File: src/rtl/fpfix_pkg.sv
package fpfix_pkg;
  localparam int DW = 64;

  function automatic logic [DW-1:0] canon_qnan(input logic sp);
    return sp ? 64'h0000_0000_7FC0_0000 : 64'h7FF8_0000_0000_0000;
  endfunction

  function automatic logic is_nan(input logic [DW-1:0] v, input logic sp);
    if (sp) return (v[30:23] == 8'hFF) && (v[22:0] != 23'd0);
    return (v[62:52] == 11'h7FF) && (v[51:0] != 52'd0);
  endfunction

  function automatic logic is_snan(input logic [DW-1:0] v, input logic sp);
    return is_nan(v, sp) && ((v & canon_qnan(sp)) != canon_qnan(sp));
  endfunction

  function automatic logic is_subnormal(input logic [DW-1:0] v, input logic sp);
    if (sp) return (v[30:23] == 8'h00) && (v[22:0] != 23'd0);
    return (v[62:52] == 11'h000) && (v[51:0] != 52'd0);
  endfunction

  function automatic logic [DW-1:0] signed_zero(input logic [DW-1:0] v, input logic sp);
    if (sp) return {32'd0, v[31], 31'd0};
    return {v[63], 63'd0};
  endfunction

  function automatic logic [DW-1:0] quieten(input logic [DW-1:0] v, input logic sp);
    return v | canon_qnan(sp);
  endfunction
endpackage

File: src/rtl/fpfix_classify.sv
module fpfix_classify
  import fpfix_pkg::*;
(
  input  logic          sp,
  input  logic          en,
  input  logic [DW-1:0] val,
  output logic          nan,
  output logic          snan
);
  always_comb begin
    nan  = en && is_nan(val, sp);
    snan = en && is_snan(val, sp);
  end
endmodule

File: src/rtl/fpfix_nan_pick.sv
module fpfix_nan_pick
  import fpfix_pkg::*;
#(
  parameter int NUM_OPS = 3
) (
  input  logic                        sp,
  input  logic                        dn,
  input  logic [NUM_OPS-1:0][DW-1:0]  ops,
  input  logic [NUM_OPS-1:0]          nan_v,
  input  logic [NUM_OPS-1:0]          snan_v,
  output logic [DW-1:0]               nan_out,
  output logic                        any_snan
);
  logic [DW-1:0] first_s, first_q;
  logic          got_s, got_q;

  always_comb begin
    first_s = '0;
    first_q = '0;
    got_s   = 1'b0;
    got_q   = 1'b0;
    for (int i = 0; i < NUM_OPS; i++) begin
      if (snan_v[i] && !got_s) begin
        first_s = quieten(ops[i], sp);
        got_s   = 1'b1;
      end
      if (nan_v[i] && !snan_v[i] && !got_q) begin
        first_q = ops[i];
        got_q   = 1'b1;
      end
    end
    any_snan = got_s;
    if (dn || (!got_s && !got_q)) nan_out = canon_qnan(sp);
    else if (got_s)               nan_out = first_s;
    else                          nan_out = first_q;
  end
endmodule

File: src/rtl/fpfix_flush.sv
module fpfix_flush
  import fpfix_pkg::*;
(
  input  logic          sp,
  input  logic          ftz,
  input  logic [DW-1:0] val,
  output logic [DW-1:0] val_out,
  output logic          hit
);
  always_comb begin
    hit     = ftz && is_subnormal(val, sp);
    val_out = hit ? signed_zero(val, sp) : val;
  end
endmodule

File: src/rtl/fpfix_top.sv
module fpfix_top
  import fpfix_pkg::*;
#(
  parameter int NUM_OPS = 3
) (
  input  logic                        sp_mode,
  input  logic                        ftz_en,
  input  logic                        dn_en,
  input  logic [NUM_OPS-1:0]          src_en,
  input  logic [NUM_OPS-1:0][DW-1:0]  src_ops,
  input  logic [DW-1:0]               raw_res,
  output logic [DW-1:0]               fixed_res,
  output logic                        invalid_op
);
  localparam int HALF = DW / 2;

  logic [DW-1:0]               keep_mask;
  logic [NUM_OPS-1:0][DW-1:0]  ops_m;
  logic [DW-1:0]               res_m;
  logic [NUM_OPS-1:0]          op_nan, op_snan;
  logic                        res_is_nan;
  logic [DW-1:0]               nan_val, flush_val;
  logic                        snan_seen, flush_hit, pass_through;

  assign keep_mask = sp_mode ? {{HALF{1'b0}}, {HALF{1'b1}}} : {DW{1'b1}};
  assign res_m     = raw_res & keep_mask;

  for (genvar g = 0; g < NUM_OPS; g++) begin : g_cls
    assign ops_m[g] = src_ops[g] & keep_mask;
    fpfix_classify u_cls (
      .sp   (sp_mode),
      .en   (src_en[g]),
      .val  (ops_m[g]),
      .nan  (op_nan[g]),
      .snan (op_snan[g])
    );
  end

  assign res_is_nan = is_nan(res_m, sp_mode);

  fpfix_nan_pick #(.NUM_OPS(NUM_OPS)) u_pick (
    .sp       (sp_mode),
    .dn       (dn_en),
    .ops      (ops_m),
    .nan_v    (op_nan),
    .snan_v   (op_snan),
    .nan_out  (nan_val),
    .any_snan (snan_seen)
  );

  fpfix_flush u_flush (
    .sp      (sp_mode),
    .ftz     (ftz_en),
    .val     (res_m),
    .val_out (flush_val),
    .hit     (flush_hit)
  );

  assign pass_through = !res_is_nan && !flush_hit;
  assign fixed_res    = res_is_nan ? nan_val : flush_val;
  assign invalid_op   = res_is_nan && snan_seen;
endmodule

File: config.mk
export PLATFORM = sky130hd
export DESIGN_NAME = fpfix_top
export DESIGN_NICKNAME = d
export VERILOG_FILES = /design/src/rtl/fpfix_pkg.sv /design/src/rtl/fpfix_classify.sv /design/src/rtl/fpfix_nan_pick.sv /design/src/rtl/fpfix_flush.sv /design/src/rtl/fpfix_top.sv
export SDC_FILE = /design/constraint.sdc
export NUM_CORES = 1
export LEC_CHECK = 0
export BUFFER_PORTS_ARGS = -buffer_cell sky130_fd_sc_hd__clkbuf_2
export CAP_MARGIN = 20
export CORE_UTILIZATION = 40
export DETAILED_ROUTE_END_ITERATION = 6
export GPL_TIMING_DRIVEN = 0
export PLACE_DENSITY_LB_ADDON = 0.05
export REMOVE_ABC_BUFFERS = 1
export SLEW_MARGIN = 40
export SYNTH_ARGS = -nofsm -noshare
export SYNTH_HDL_FRONTEND = slang
export SYNTH_HIERARCHICAL = 1
export SYNTH_SLANG_ARGS = --single-unit
File: constraint.sdc
create_clock -name vclk -period 12
set_input_delay 1.8 -clock vclk [all_inputs]
set_output_delay 1.8 -clock vclk [all_outputs]
set_load 0.01 [all_outputs]
Word level (Yosys, flattened, before mapping)

Cells that the tools add are included.

Flip-flop bits (word level): 0
Bits of input ports: 262
Output and inout bits: 65
Logic and storage cells: 101

Eq/ne operators: 11
Multiplexer cells: 31
Bitwise logic cells: 10
Reductions and logical operators: 49

Operators with widths:

| operator                                       | count |
|---|---|
| 64-bit 2-to-1 mux                              | 13 |
| 64-bit bitwise AND                             | 7 |
| 52-bit nonzero test                            | 4 |
| 64-bit != test                                 | 3 |
| 64-bit by 63-bit bitwise OR with 64-bit output | 3 |
| 23-bit nonzero test                            | 4 |
| 63-bit 2-to-1 mux                              | 1 |
| 11-bit == test (second input constant)         | 4 |
| 8-bit == test (second input constant)          | 4 |
| 1-bit logical AND                              | 29 |
| 1-bit 2-to-1 mux                               | 17 |
| 11-bit logical NOT                             | 1 |
| 1-bit logical NOT                              | 9 |
| 8-bit logical NOT                              | 1 |
| 1-bit logical OR                               | 1 |

Depth between registers and ports, before layout

Depth after elaboration: 22
Mapped depth: 15
Mapped depth without buffers: 11

Cells and area by module

The synthesis kept the hierarchy.

Modules (own cells, without submodules):

| module         | times used | cells an instance | area each (um^2) | sequential area each (um^2) |
|---|---|---|---|---|
| fpfix_nan_pick | 1          | 483               | 3015.4           | 0.0 |
| fpfix_top      | 1          | 244               | 2013.2           | 0.0 |
| fpfix_flush    | 1          | 102               | 773.2            | 0.0 |
| fpfix_classify | 3          | 33                | 221.5            | 0.0 |

Worst setup path after synthesis

OpenSTA, ideal clock, no wires.

Kind: input to output
Start: input sp_mode
End: output fixed_res[22]
Arrival time: 4.952 ns
Setup slack: 5.248 ns
Cell stages on the path: 15
Buffers on the path: 5
Path through: clkbuf_1 -> clkbuf_1 -> nor2b_1 -> nor4_1 -> nand4_1 -> o41ai_2 -> a21oi_1 -> buf_6 -> or2_1 -> buf_2 -> or4_4 -> buf_6 -> a221o_1 -> o221a_2 -> mux2_4

RTL lines:

| item               | RTL line        | source |
|---|---|---|
| start: declaration | fpfix_top.sv:6  | `input logic sp_mode,` |
| end: declaration   | fpfix_top.sv:12 | `output logic [DW-1:0] fixed_res,` |

==> flow_metrics.env <==
export IMPL_status="finished clean"
export IMPL_worst_slew_pin_slew_ns=0.875
export IMPL_grt_antenna_before_repair=0
export IMPL_worstPathCellList="clkbuf_8 -> buf_16 -> nor2b_1 -> nor4_1 -> nand4_1 -> o41ai_2 -> a21oi_4 -> buf_8 -> nor3_4 -> clkinv_2 -> a21o_1 -> a221oi_1 -> nor3_1 -> mux2_4 -> clkbuf_2"
export IMPL_vias_in_the_first_global_route=8077
export IMPL_crit_slowest_cell="clkinv_2"
export IMPL_min_path_type="in2out"
export IMPL_dieWidth_um=129
export IMPL_clock_buffers=0
export IMPL_floorplan_die_area_um2=16700
export IMPL_max_slew_margin_rel_pct=41.7
export IMPL_num_io_pins=327
export IMPL_total_power_divided_by_cell_area_nw_per_um2=21.8
export IMPL_maximum_number_of_pins_on_one_net_before_global_route_repair=99
export IMPL_yosys_area_top_type="nor2b_1"
export IMPL_setup_viol=0
export IMPL_seq_area_frac_synth_pct=0
export IMPL_final_instance_count_without_filler_cells=1410
export IMPL_post_cts_hold_buffer_count=0
export IMPL_library_cells_used_by_synthesis=49
export IMPL_post_route_worst_hold_slack_ns=4.07
export IMPL_crit_fanout=98
export IMPL_weighted_congestion_at_the_end_of_routability_driven_global_placement=0.919
export IMPL_post_place_cells=1409
export IMPL_worst_endpoint_required_ns=10.20
export IMPL_cts_post_setup_buffers_inserted=0
export IMPL_critical_path_class="in2out"
export IMPL_post_drt_via_cell_ratio=6.24
export IMPL_commonest_cells_after_routing_fill_and_taps_aside="326 x clkbuf_2, 155 x nor2b_1, 73 x nand2_1"
export IMPL_avgSynthCellArea_um2=6.97
export IMPL_synthCells=928
export IMPL_vias=8805
export IMPL_drv_slew=0
export IMPL_timing_fmax_mhz=117
export IMPL_sequential_cell_area_um2=0
export IMPL_whs_endpoint="fixed_res[15]"
export IMPL_dp_final_hpwl_um=23100
export IMPL_rsz0062_at_grt="false"
export IMPL_leading_cell_type_in_the_layout_fill_and_taps_excluded="clkbuf_2"
export IMPL_avgRoutedWirePerCell_um=20.9
export IMPL_period_utilisation_layout_pct=71.5
export IMPL_layout_drive_gt1_share_pct=41.5
export IMPL_worst_ep_arrival_ns=6.77
export IMPL_dr_first_iter_drc_count=905
export IMPL_dpl_instance_area_um2=8480
export IMPL_flops_and_latches=0
export IMPL_grt_pass1_wl_um=44500
export IMPL_timing_hold_worst_start="raw_res[15]"
export IMPL_antennaDiodeCount=0
export IMPL_power_total_uw=185
export IMPL_area_growth_syn_to_layout_pct=31.3
export IMPL_synthesis_warning_total=6
export IMPL_area_of_all_placed_cells_without_fillers_um2=8490
export IMPL_layout_nets=1458
export IMPL_synth_top_cell_area_share_pct=15.3
export IMPL_cts_resized=0
export IMPL_netlist_area_um2=6470
export IMPL_hold_viol_final=0
export IMPL_floorplan_rows=46
export IMPL_slowest_delay_ns=0.74
export IMPL_drc=0
export IMPL_yosys_top_cells_area="nor2b_1 15%, mux2_4 11%, nor2b_2 4.9%"
export IMPL_irDropWorstVdd_mv=0.0221
export IMPL_starting_density_pct=40.9
export IMPL_globalRouteOverflowTotal=0
export IMPL_postLayoutCoreUtil_pct=53.6
export IMPL_hold_path_depth=4
export IMPL_grt_total_usage_pct=33.6
export IMPL_clock_period_minus_final_worst_setup_slack_ns=8.57
export IMPL_power_leakage_nw=3.62
export IMPL_startpoint_type="primary input"
export IMPL_port_buffer_count=327
export IMPL_chipHeight_um=129
export IMPL_drv_max_cap_violation_count=0
export IMPL_postRouteAntennaNets=0
export IMPL_routed_wirelength_um=29500
export IMPL_drtPass1Iterations=5
export IMPL_timing_critical_path_to_type="primary output"
export IMPL_core_region_area_um2=15800
-- cell families (layout without fill, tap and decap cells) --
family | count (synthesis) | in the layout | share of synthesized area (%)
AOI/OAI and AO/OA | 287 | 287 | 34.5
muxes | 64 | 64 | 14.0
and+or+nand+nor | 476 | 476 | 43.9
buffers and inverters | 101 | 367 | 7.64
-- cell type report --
cell class	instances	area, µm²
Fill cell	1676	7340
Multi-Input combinational cell	827	6070
Tap cell	216	270
Timing Repair Buffer	358	2120
Inverter	9	35.0
-- Yosys cell counts, types with 13 or more instances --
library cell / instances
nor4_1: 50
o21a_1: 32
nand4_1: 24
o22ai_1: 40
o21ai_0: 25
nor3_1: 53
a21oi_1: 19
nor2b_2: 36
nand3_1: 15
and3_1: 13
a221oi_1: 31
buf_6: 14
nor2_1: 19
a21o_1: 32
nand2_1: 73
nor2b_1: 158
o32ai_1: 13
clkbuf_1: 70
nand2b_1: 16
mux2_4: 49
-- per-layer routing --
metal | vias up | share of wire (%) | global-route usage (%)
li1 | 4125 | - | -
met1 | 4146 | 41 | 43.1
met2 | 469 | 48 | 58.9
met3 | 65 | 7.7 | 3.14
met4 | 0 | 3.3 | 10.2
met5 | - | 0 | 0
-- critical path, delay by kind of cell --
kind / cells / cell delay (ns)
buffers and inverters: 5 / 1.80
AND/OR/NAND/NOR: 5 / 1.52
AO/OA/AOI/OAI: 4 / 1.30
multiplexers: 1 / 0.28
-- power breakdown --
group	switching, mW	internal, mW	leakage (nW)
logic	0.0959	0.0892	3.62
clock network	0	0	0
registers	0	0	0
total	0.0959	0.0892	3.62
-- metrics by stage --
step                setup slack (ns)  setup TNS (ns)
floorplan                      -2.56         -137.37
global placement              -14.84         -869.90
detailed placement              3.16               0
CTS                             3.15               0
global route                    3.21               0
finish                          3.43               0
-- worst max-delay path by stage --
stage	start	end	slack (ns)	depth (start not counted)
after floorplan	src_ops[59]	fixed_res[0]	-2.56	10
after global placement	sp_mode	fixed_res[36]	-14.84	12
after detailed placement	sp_mode	fixed_res[37]	3.16	15
after CTS	sp_mode	fixed_res[37]	3.15	15
after global routing	sp_mode	fixed_res[16]	3.21	15
final	sp_mode	fixed_res[16]	3.43	15
Power figures use the tool's default switching activity.
